--- config.mk ---
export PLATFORM = sky130hd
export DESIGN_NAME = smb_regfile_target
export DESIGN_NICKNAME = d
export VERILOG_FILES = /design/src/rtl/smb_pkg.sv /design/src/rtl/smb_line_sync.sv /design/src/rtl/smb_regbank.sv /design/src/rtl/smb_target_ctrl.sv /design/src/rtl/smb_regfile_target.sv
export SDC_FILE = /design/constraint.sdc
export NUM_CORES = 1
export LEC_CHECK = 0
export CORE_MARGIN = 2
export CORE_UTILIZATION = 40
export CTS_BUF_LIST = sky130_fd_sc_hd__clkbuf_2 sky130_fd_sc_hd__clkbuf_4 sky130_fd_sc_hd__clkbuf_8
export DETAILED_ROUTE_END_ITERATION = 10
export GPL_TIMING_DRIVEN = 1
export MAX_ROUTING_LAYER = met4
export PLACE_DENSITY_LB_ADDON = 0.05
export SLEW_MARGIN = 0
export SYNTH_ARGS = -nofsm -noshare
export SYNTH_HDL_FRONTEND = slang
export SYNTH_SLANG_ARGS = --single-unit
--- constraint.sdc ---
create_clock -name clk -period 2.45 [get_ports clk]
set_input_delay 0.3675 -clock clk [delete_from_list [all_inputs] [get_ports clk]]
set_output_delay 0.3675 -clock clk [all_outputs]
set_load 0.01 [all_outputs]
--- src/rtl/smb_pkg.sv ---
package smb_pkg;
  typedef enum logic [3:0] {
    ST_IDLE,
    ST_ADDR,
    ST_ADDR_ACK,
    ST_CMD,
    ST_CMD_ACK,
    ST_WDATA,
    ST_WDATA_ACK,
    ST_RDATA,
    ST_RDATA_ACK
  } smb_state_e;
endpackage

--- src/rtl/smb_line_sync.sv ---
module smb_line_sync #(
  parameter int STAGES = 2
) (
  input  logic clk,
  input  logic rst,
  input  logic scl_in,
  input  logic sda_in,
  output logic scl_s,
  output logic sda_s,
  output logic scl_rise,
  output logic scl_fall,
  output logic start_det,
  output logic stop_det
);
  logic [STAGES-1:0] scl_sh, sda_sh;
  logic scl_q, sda_q;

  always_ff @(posedge clk) begin
    if (rst) begin
      scl_sh <= '1;
      sda_sh <= '1;
      scl_q  <= 1'b1;
      sda_q  <= 1'b1;
    end else begin
      scl_sh <= {scl_sh[STAGES-2:0], scl_in};
      sda_sh <= {sda_sh[STAGES-2:0], sda_in};
      scl_q  <= scl_sh[STAGES-1];
      sda_q  <= sda_sh[STAGES-1];
    end
  end

  assign scl_s     = scl_sh[STAGES-1];
  assign sda_s     = sda_sh[STAGES-1];
  assign scl_rise  = scl_s & ~scl_q;
  assign scl_fall  = ~scl_s & scl_q;
  assign start_det = scl_s & scl_q & sda_q & ~sda_s;
  assign stop_det  = scl_s & scl_q & ~sda_q & sda_s;
endmodule

--- src/rtl/smb_regbank.sv ---
module smb_regbank #(
  parameter int DW = 8,
  parameter int AW = 3
) (
  input  logic          clk,
  input  logic          rst,
  input  logic          bus_we,
  input  logic [AW-1:0] bus_widx,
  input  logic [DW-1:0] bus_wdata,
  input  logic [AW-1:0] bus_ridx,
  output logic [DW-1:0] bus_rdata,
  input  logic          loc_we,
  input  logic [AW-1:0] loc_idx,
  input  logic [DW-1:0] loc_wdata,
  output logic [DW-1:0] loc_rdata
);
  localparam int DEPTH = 1 << AW;
  logic [DW-1:0] mem [DEPTH];

  always_ff @(posedge clk) begin
    if (rst) begin
      for (int i = 0; i < DEPTH; i++) mem[i] <= '0;
      loc_rdata <= '0;
    end else begin
      if (loc_we && !(bus_we && bus_widx == loc_idx)) mem[loc_idx] <= loc_wdata;
      if (bus_we) mem[bus_widx] <= bus_wdata;
      loc_rdata <= mem[loc_idx];
    end
  end

  assign bus_rdata = mem[bus_ridx];
endmodule

--- src/rtl/smb_target_ctrl.sv ---
module smb_target_ctrl
  import smb_pkg::*;
#(
  parameter int         DW       = 8,
  parameter int         AW       = 3,
  parameter int         STRAP_W  = 5,
  parameter logic [1:0] ADDR_FIX = 2'b10
) (
  input  logic               clk,
  input  logic               rst,
  input  logic               scl_rise,
  input  logic               scl_fall,
  input  logic               start_det,
  input  logic               stop_det,
  input  logic               sda_s,
  input  logic [STRAP_W-1:0] strap,
  input  logic [DW-1:0]      rd_data,
  output logic               wr_en,
  output logic [AW-1:0]      wr_idx,
  output logic [DW-1:0]      wr_data,
  output logic [AW-1:0]      ptr,
  output logic               sda_oe,
  output smb_state_e         state
);
  localparam int CW = $clog2(DW + 1);
  localparam logic [CW-1:0] LAST = CW'(DW);

  logic [CW-1:0] cnt;
  logic [DW-1:0] sh, tx;
  logic          rw, host_ack;

  always_ff @(posedge clk) begin
    if (rst) begin
      state <= ST_IDLE;
      cnt <= '0;
      sh <= '0;
      tx <= '0;
      rw <= 1'b0;
      host_ack <= 1'b0;
      ptr <= '0;
      sda_oe <= 1'b0;
      wr_en <= 1'b0;
      wr_idx <= '0;
      wr_data <= '0;
    end else begin
      wr_en <= 1'b0;
      if (stop_det) begin
        state  <= ST_IDLE;
        sda_oe <= 1'b0;
      end else if (start_det) begin
        state  <= ST_ADDR;
        cnt    <= '0;
        sda_oe <= 1'b0;
      end else begin
        case (state)
          ST_ADDR, ST_CMD, ST_WDATA: begin
            if (scl_rise) begin
              sh  <= {sh[DW-2:0], sda_s};
              cnt <= cnt + 1'b1;
            end else if (scl_fall && cnt == LAST) begin
              cnt <= '0;
              if (state == ST_ADDR) begin
                if (sh[DW-1:1] == {ADDR_FIX, strap}) begin
                  rw     <= sh[0];
                  sda_oe <= 1'b1;
                  state  <= ST_ADDR_ACK;
                end else begin
                  state <= ST_IDLE;
                end
              end else if (state == ST_CMD) begin
                ptr    <= sh[AW-1:0];
                sda_oe <= 1'b1;
                state  <= ST_CMD_ACK;
              end else begin
                wr_en   <= 1'b1;
                wr_idx  <= ptr;
                wr_data <= sh;
                ptr     <= ptr + 1'b1;
                sda_oe  <= 1'b1;
                state   <= ST_WDATA_ACK;
              end
            end
          end
          ST_ADDR_ACK: if (scl_fall) begin
            cnt <= '0;
            if (rw) begin
              tx     <= {rd_data[DW-2:0], 1'b0};
              sda_oe <= ~rd_data[DW-1];
              state  <= ST_RDATA;
            end else begin
              sda_oe <= 1'b0;
              state  <= ST_CMD;
            end
          end
          ST_CMD_ACK, ST_WDATA_ACK: if (scl_fall) begin
            sda_oe <= 1'b0;
            state  <= ST_WDATA;
          end
          ST_RDATA: begin
            if (scl_rise) begin
              cnt <= cnt + 1'b1;
            end else if (scl_fall) begin
              if (cnt == LAST) begin
                cnt    <= '0;
                sda_oe <= 1'b0;
                state  <= ST_RDATA_ACK;
              end else begin
                sda_oe <= ~tx[DW-1];
                tx     <= {tx[DW-2:0], 1'b0};
              end
            end
          end
          ST_RDATA_ACK: begin
            if (scl_rise) begin
              host_ack <= ~sda_s;
            end else if (scl_fall) begin
              if (host_ack) begin
                tx     <= {rd_data[DW-2:0], 1'b0};
                sda_oe <= ~rd_data[DW-1];
                state  <= ST_RDATA;
              end else begin
                state <= ST_IDLE;
              end
            end
          end
          default: ;
        endcase
      end
    end
  end
endmodule

--- src/rtl/smb_regfile_target.sv ---
module smb_regfile_target
  import smb_pkg::*;
#(
  parameter int         DW          = 8,
  parameter int         AW          = 3,
  parameter int         STRAP_W     = 5,
  parameter int         SYNC_STAGES = 2,
  parameter logic [1:0] ADDR_FIX    = 2'b10
) (
  input  logic               clk,
  input  logic               rst,
  input  logic               scl_in,
  input  logic               sda_in,
  input  logic [STRAP_W-1:0] addr_strap,
  output logic               sda_oe,
  input  logic               loc_we,
  input  logic [AW-1:0]      loc_idx,
  input  logic [DW-1:0]      loc_wdata,
  output logic [DW-1:0]      loc_rdata
);
  logic scl_s, sda_s, scl_rise, scl_fall, start_det, stop_det;
  logic wr_en;
  logic [AW-1:0] wr_idx, ptr;
  logic [DW-1:0] wr_data, rd_data;
  smb_state_e state;

  smb_line_sync #(.STAGES(SYNC_STAGES)) u_sync (
    .clk(clk), .rst(rst), .scl_in(scl_in), .sda_in(sda_in),
    .scl_s(scl_s), .sda_s(sda_s), .scl_rise(scl_rise), .scl_fall(scl_fall),
    .start_det(start_det), .stop_det(stop_det)
  );

  smb_target_ctrl #(.DW(DW), .AW(AW), .STRAP_W(STRAP_W), .ADDR_FIX(ADDR_FIX)) u_ctrl (
    .clk(clk), .rst(rst), .scl_rise(scl_rise), .scl_fall(scl_fall),
    .start_det(start_det), .stop_det(stop_det), .sda_s(sda_s),
    .strap(addr_strap), .rd_data(rd_data), .wr_en(wr_en), .wr_idx(wr_idx),
    .wr_data(wr_data), .ptr(ptr), .sda_oe(sda_oe), .state(state)
  );

  smb_regbank #(.DW(DW), .AW(AW)) u_bank (
    .clk(clk), .rst(rst), .bus_we(wr_en), .bus_widx(wr_idx), .bus_wdata(wr_data),
    .bus_ridx(ptr), .bus_rdata(rd_data), .loc_we(loc_we), .loc_idx(loc_idx),
    .loc_wdata(loc_wdata), .loc_rdata(loc_rdata)
  );
endmodule

==> flow_metrics.py, run 1 <==
metrics = {
    "outcome": {
        "run_status": "complete, no violations",
    },
    "synth": {
        "yosys-top-cells-area": "sky130_fd_sc_hd__edfxtp_1 29%, sky130_fd_sc_hd__dfxtp_1 18%, sky130_fd_sc_hd__mux4_2 11%",
        "avgSynthCellArea_um2": 11.7,
        "yosys.area_share.simple_pct": 11.3,
        "synth_top_flop_cell": "sky130_fd_sc_hd__edfxtp_1",
        "synth_compound_gate_area_share_pct": 16.1,
        "synth_nets": 585,
        "synth_sequential_area_ratio_pct": 47.1,
        "synth_edf_count": 64,
        "synth.top_cell.area_share_pct": 29.4,
        "synth_fa_ha_area_share_pct": 1.15,
        "synthDistinctLibCells": 56,
        "synth-async-reset-ratio_pct": 0,
        "netlist_area_um2": 6550,
        "leading_area_contributor_after_synthesis": "sky130_fd_sc_hd__edfxtp_1",
        "combinational_family_with_the_most_area_after_synthesis": "multiplexers",
        "yosysWarningCount": 0,
        "post_synth_xor_area_fraction_pct": 1.34,
        "synth.area.mux_share_pct": 18.7,
        "yosys_register_bits": 122,
        "synthCells": 558,
    },
    "clock_tree": {
        "post_cts_hold_fix_bufs": 0,
        "cts-root-buf": "sky130_fd_sc_hd__clkbuf_8",
        "htree_levels": 4,
        "clk_transition_reported_paths_ns": 0.08,
        "clock-sinks": 122,
        "insertion_delay_ns": 0.44,
        "clock_tree_from_tritoncts": "done",
        "max-clock-path-buffers": 2,
        "numCtsBuffers": 17,
    },
    "sta": {
        "tns_ns": 0,
        "slew_headroom_pct": 43.1,
        "fin_hold_ws_ns": 0.353,
        "layout_worst_path_cycle_share_pct": 91.6,
        "timing_worst_slew_pin_value_ns": 0.850,
        "final.setup_skew_ns": 0.0116,
        "period_minus_slack_ns": 2.24,
        "rsz0062_at_grt": "false",
        "report.final.setup_viol": 0,
        "number_of_hold_slack_violations_in_the_final_timing_report": 0,
        "timing_max_transition_violations_final": 0,
        "maxClockFrequency_mhz": 446,
    },
    "pwr": {
        "irDropWorstVdd_mv": 0.409,
        "design_power_total_mw": 4.91,
        "combinationalPowerShare_pct": 12.1,
        "power_density_over_cell_area_nw_per_um2": 647,
        "clkPwrFrac_pct": 40.9,
        "power.sequential.fraction_pct": 46.9,
        "internal-power_mw": 3.69,
        "switching_share_pct": 24.9,
        "power.switching_mw": 1.23,
        "cellLeakagePower_nw": 2.72,
    },
    "floorplan": {
        "dieArea_um2": 17400,
        "area_inside_the_core_boundary_um2": 15900,
        "top_level_ports": 30,
        "fp.dieH_um": 132,
        "initial_util_pct": 41.1,
        "dieWidth_um": 132,
        "fp-row-count": 46,
    },
    "placed_design": {
        "hpwlAfterDp_um": 13000,
        "placed_cells": 782,
        "placement.io_buffers": 29,
        "globalplace.congestion": 0.854,
    },
    "routing": {
        "final_wirelength_um": 18100,
        "via_count": 4942,
        "detail_route.first_pass.iterations": 5,
        "detail_route.vias_per_cell": 6.06,
        "drt-wirelength-per-cell_um": 22.2,
        "final_antenna_net_count": 0,
        "drt_iter0_drc": 456,
        "detail_route.drc_violations": 0,
    },
    "setup_path": {
        "critical_path_peak_fanout": 11,
        "cp.required_ns": 2.76,
        "crit_arrival_ns": 2.56,
        "critical_path_class": "reg -> reg",
        "critical_path.startpoint_type": "flip-flop",
        "setup.worst_path.end_class": "flip-flop",
    },
    "cells_and_area": {
        "num_antenna_cells": 0,
        "fin_nets": 613,
        "layout_common_cells": "70 x sky130_fd_sc_hd__nor2_1, 64 x sky130_fd_sc_hd__a32o_1, 64 x sky130_fd_sc_hd__edfxtp_1, 58 x sky130_fd_sc_hd__dfxtp_1, 50 x sky130_fd_sc_hd__mux2i_1",
        "mostFrequentLayoutCell": "sky130_fd_sc_hd__nor2_1",
        "layout-drive-gt1-share_pct": 19.5,
        "layout.core_utilization_pct": 47.7,
        "syn2layout_area_growth_pct": 16.1,
        "final_cell_count_no_fill": 815,
    },
    "run": {
        "max_cap_violations": 0,
    },
    "global_route": {
        "wire_length_of_the_first_global_routing_pass_um": 28400,
        "maximum_number_of_pins_on_one_net_before_global_route_repair": 31,
        "grt_util_all_layers_pct": 22.1,
        "first_global_vias": 4827,
        "gr-total-overflow": 0,
        "grt_antenna_before_repair": 0,
    },
    "worst_hold_path": {
        "worstHoldPathType": "in -> reg",
    },
}
path summary, 6_finish.rpt:
kind | startpoint | endpoint | slack (ns) | cells after the start
worst max register to register | u_sync.scl_q | u_ctrl.wr_data[3] | 0.21 | 8
worst min-delay path | rst | u_sync.scl_q | 0.35 | 4
worst max-delay path | u_sync.scl_q | u_ctrl.wr_data[3] | 0.21 | 8
worst min register to register | u_sync.sda_sh[0] | u_sync.sda_sh[1] | 0.41 | 1
stage by stage:
step / cell area, µm² / worst slack [ns]
3_3_place_gp: 7140 / 0.101
2_1_floorplan: 6550 / 0.317
5_1_grt: 7600 / 0.00684
4_1_cts: 7580 / 0.104
3_5_place_dp: 7140 / 0.107
6_report: 7600 / 0.207
worst max-delay path, cell delays in order (launching register included):
cell and delay (ns):
sky130_fd_sc_hd__dfxtp_1 0.37, sky130_fd_sc_hd__inv_1 0.06, sky130_fd_sc_hd__ha_1 0.31, sky130_fd_sc_hd__nor3b_1 0.22
sky130_fd_sc_hd__o2111ai_1 0.37, sky130_fd_sc_hd__nor3_2 0.25, sky130_fd_sc_hd__buf_4 0.25, sky130_fd_sc_hd__mux2i_1 0.22
sky130_fd_sc_hd__nor2_1 0.06
cell families (layout without fill, tap and decap cells):
family / Yosys count / after routing
buffers and inverters: 70 / 111
adder cells (fa/ha/maj): 6 / 6
flip-flops: 122 / 122
multiplexers: 82 / 82
XOR/XNOR: 10 / 10
AND/OR/NAND/NOR: 148 / 148
AO/OA/AOI/OAI: 120 / 120
cells in the mapped netlist, drive strengths merged, types with 8 or more instances:
master / n
nor2: 70
a32o: 64
edfxtp: 64
dfxtp: 58
mux2i: 50
clkbuf: 37
mux4: 32
nand2: 22
buf: 20
a21oi: 14
inv: 13
o21ai: 10
a211o: 8
nor3: 8
layout make-up:
type	instances	area (µm²)
clock buffers	21	277
inverters	13	48.8
flip-flops and latches	122	3080
repair buffers	66	576
multi-input cells	366	3180
well taps	216	270
clock inverters	11	166
fillers	1486	8340
power groups by stage:
stage | Clock (mW) | Sequential (mW) | Combinational, mW
CTS | 2.05 | 2.30 | 0.595
floorplan | 0 | 2.31 | 0.410
global route | 2.14 | 2.32 | 0.650
global placement | 0 | 2.35 | 0.588
finish | 2.01 | 2.31 | 0.595
detailed placement | 0 | 2.35 | 0.591
metal layers:
metal	part of all wire [%]	vias up	GRT usage (%)	routed length [µm]
met1	47	2468	32.4	8530
met5	0	-	-	0
li1	-	2235	-	-
met3	7.9	25	4.96	1430
met4	2.3	0	7.61	421
met2	43	214	30.1	7680
repair_timing:
action / CTS / global route
endpoints found under the setup margin: 0 / 7
buffers inserted: 0 / 1
resized for setup: 0 / 0
registers in the layout (all words and copies together), names as in the netlist, 2 cells and up, named ones only:
register	flops
u_bank.mem	64
u_bank.loc_rdata	8
u_ctrl.sh	8
u_ctrl.wr_data	8
u_ctrl.tx	7
u_ctrl.cnt	4
u_ctrl.state	4
u_ctrl.ptr	3
u_ctrl.wr_idx	3
u_sync.scl_sh	2
u_sync.sda_sh	2
Note: power is estimated with default switching activity, not from simulation.
==> run 2: changes to the inputs <==
--- a/constraint.sdc
+++ b/constraint.sdc
@@ -3,2 +3,2 @@
 set_output_delay 0.3675 -clock clk [all_outputs]
-set_load 0.01 [all_outputs]
+set_load 0.05 [all_outputs]
==> results of run 2 <==
The final DEF is identical to that of run 1. Status: complete, no violations.
Main changes from that run: total power 4.91 mW -> 4.96 mW; worst IR drop on VDD 0.409 mV -> 0.410 mV
==> run 3: changes to the inputs <==
SETUP_SLACK_MARGIN = 0.05   (was default)
==> run 3 against run 2 <==
Compared with the run above:
- die area is the same
- cell count is the same
- wire length is essentially flat
- power grew 0.11%
- global-route usage is the same
- sequential power is essentially flat
- core utilization grew 0.063 points
==> flow_metrics.py, run 3 (same netlist as run 1, synthesis figures left out) <==
metrics = {
    "global_route": {
        "groute.layer.met2.usage_pct": 30.1,
        "top_usage_layer": "met1",
        "grt_util_met1_pct": 32.4,
        "grt_use_met3_pct": 4.96,
        "maximum_number_of_pins_on_one_net_before_global_route_repair": 31,
        "grt_antenna_before_repair": 0,
        "wire_length_of_the_first_global_routing_pass_um": 28400,
        "gr-total-overflow": 0,
        "grt_util_all_layers_pct": 22.1,
        "first_global_vias": 4827,
    },
    "placed_design": {
        "placement.io_buffers": 29,
        "placed_cells": 782,
        "globalplace.congestion": 0.854,
        "hpwlAfterDp_um": 13000,
    },
    "sta": {
        "period_minus_slack_ns": 2.18,
        "layout_worst_path_cycle_share_pct": 88.8,
        "number_of_hold_slack_violations_in_the_final_timing_report": 0,
        "fin_hold_ws_ns": 0.349,
        "tns_ns": 0,
        "report.final.setup_viol": 0,
        "timing_max_transition_violations_final": 0,
        "timing_worst_slew_pin_value_ns": 0.860,
        "slew_headroom_pct": 42.4,
        "final.setup_skew_ns": 0.0122,
        "rsz0062_at_grt": "false",
        "maxClockFrequency_mhz": 460,
    },
    "floorplan": {
        "top_level_ports": 30,
        "fp.dieH_um": 132,
        "area_inside_the_core_boundary_um2": 15900,
        "dieArea_um2": 17400,
        "initial_util_pct": 41.1,
        "fp-row-count": 46,
        "dieWidth_um": 132,
    },
    "cells_and_area": {
        "fin_nets": 613,
        "final_cell_count_no_fill": 815,
        "syn2layout_area_growth_pct": 16.3,
        "layout.core_utilization_pct": 47.7,
        "mostFrequentLayoutCell": "sky130_fd_sc_hd__nor2_1",
        "largest_register": "u_bank.mem",
        "largest_register_ff_count": 64,
        "layout-drive-gt1-share_pct": 20.0,
        "num_antenna_cells": 0,
        "layout_common_cells": "70 x sky130_fd_sc_hd__nor2_1, 64 x sky130_fd_sc_hd__a32o_1, 64 x sky130_fd_sc_hd__edfxtp_1, 57 x sky130_fd_sc_hd__dfxtp_1, 50 x sky130_fd_sc_hd__mux2i_1",
        "fillerInstances": 1490,
    },
    "clock_tree": {
        "insertion_delay_ns": 0.44,
        "cts-root-buf": "sky130_fd_sc_hd__clkbuf_8",
        "clock_tree_from_tritoncts": "done",
        "numCtsBuffers": 17,
        "clock-sinks": 122,
        "htree_levels": 4,
        "max-clock-path-buffers": 2,
        "clk_transition_reported_paths_ns": 0.08,
    },
    "routing": {
        "final_antenna_net_count": 0,
        "via_count": 4940,
        "final_wirelength_um": 18100,
        "drt_iter0_drc": 451,
        "detail_route.first_pass.iterations": 5,
        "drt-wirelength-per-cell_um": 22.2,
        "detail_route.vias_per_cell": 6.06,
        "detail_route.drc_violations": 0,
    },
    "pwr": {
        "internal-power_mw": 3.69,
        "irDropWorstVdd_mv": 0.409,
        "combinationalPowerShare_pct": 12.9,
        "switching_share_pct": 25.6,
        "design_power_total_mw": 4.96,
        "power_density_over_cell_area_nw_per_um2": 652,
        "clkPwrFrac_pct": 40.6,
        "power.switching_mw": 1.27,
        "cellLeakagePower_nw": 2.72,
        "power.sequential.fraction_pct": 46.5,
    },
    "outcome": {
        "run_status": "complete, no violations",
    },
    "worst_hold_path": {
        "worstHoldPathType": "in -> reg",
    },
    "setup_path": {
        "crit_arrival_ns": 2.25,
        "setup.worst_path.end_class": "flip-flop",
        "critical_path_class": "reg -> reg",
        "cp.required_ns": 2.53,
        "critical_path.startpoint_type": "flip-flop",
        "critical_path_peak_fanout": 9,
    },
    "run": {
        "max_cap_violations": 0,
    },
}
## run 3: cell counts in the layout (fill, tap and decap cells not counted)
Identical to the previous run, type by type.
## run 3: final timing paths
kind	slack (ns)	cells past startpoint	to	from
max reg2reg	0.27	3	u_bank.mem[2][5]	u_ctrl.wr_idx[1]
max	0.27	3	u_bank.mem[2][5]	u_ctrl.wr_idx[1]
min	0.35	4	u_sync.scl_q	rst
min reg2reg	0.41	1	u_sync.sda_sh[1]	u_sync.sda_sh[0]
## run 3: metrics by stage
| stage | setup slack (ns) | cell area (µm²) |
|---|---|---|
| final | 0.274 | 7610 |
| after global routing | 0.0850 | 7610 |
| after global placement | 0.101 | 7140 |
| after CTS | 0.104 | 7580 |
| after detailed placement | 0.107 | 7140 |
| after floorplan | 0.317 | 6550 |
## run 3: critical path: stages, from the launching register on
cell and delay (ns):
sky130_fd_sc_hd__dfxtp_1 0.46, sky130_fd_sc_hd__nand2_1 0.16, sky130_fd_sc_hd__nor2_1 0.68, sky130_fd_sc_hd__a211o_1 0.52
## run 3: final cells by class
cell class / count / area (µm²) / area share, %
flip-flops and latches: 122 / 3080 / 40.5
clock inverters: 11 / 166 / 2.19
inverters: 13 / 48.8 / 0.641
multi-input cells: 366 / 3190 / 41.9
well taps: 216 / 270 / 3.55
clock buffers: 21 / 277 / 3.63
repair buffers: 66 / 576 / 7.56
## run 3: repair_timing
item,in CTS,in global routing
hold buffers,0,0
setup endpoints to repair,0,12
setup buffers,0,1
gates resized for setup,0,3
## run 3: power by group through the flow
stage,clock (mW),sequential [mW],combinational [mW]
after floorplan,0,2.35,0.411
after global placement,0,2.35,0.629
after detailed placement,0,2.35,0.633
after CTS,2.05,2.30,0.637
after global routing,2.14,2.32,0.693
final,2.02,2.31,0.638
## run 3: routing by layer
metal	vias to the layer above	share of wire, %	wire length (µm)
met4	0	2.5	445
met1	2464	48	8600
li1	2244	-	-
met5	-	0	0
met3	28	7.7	1390
met2	204	42	7620
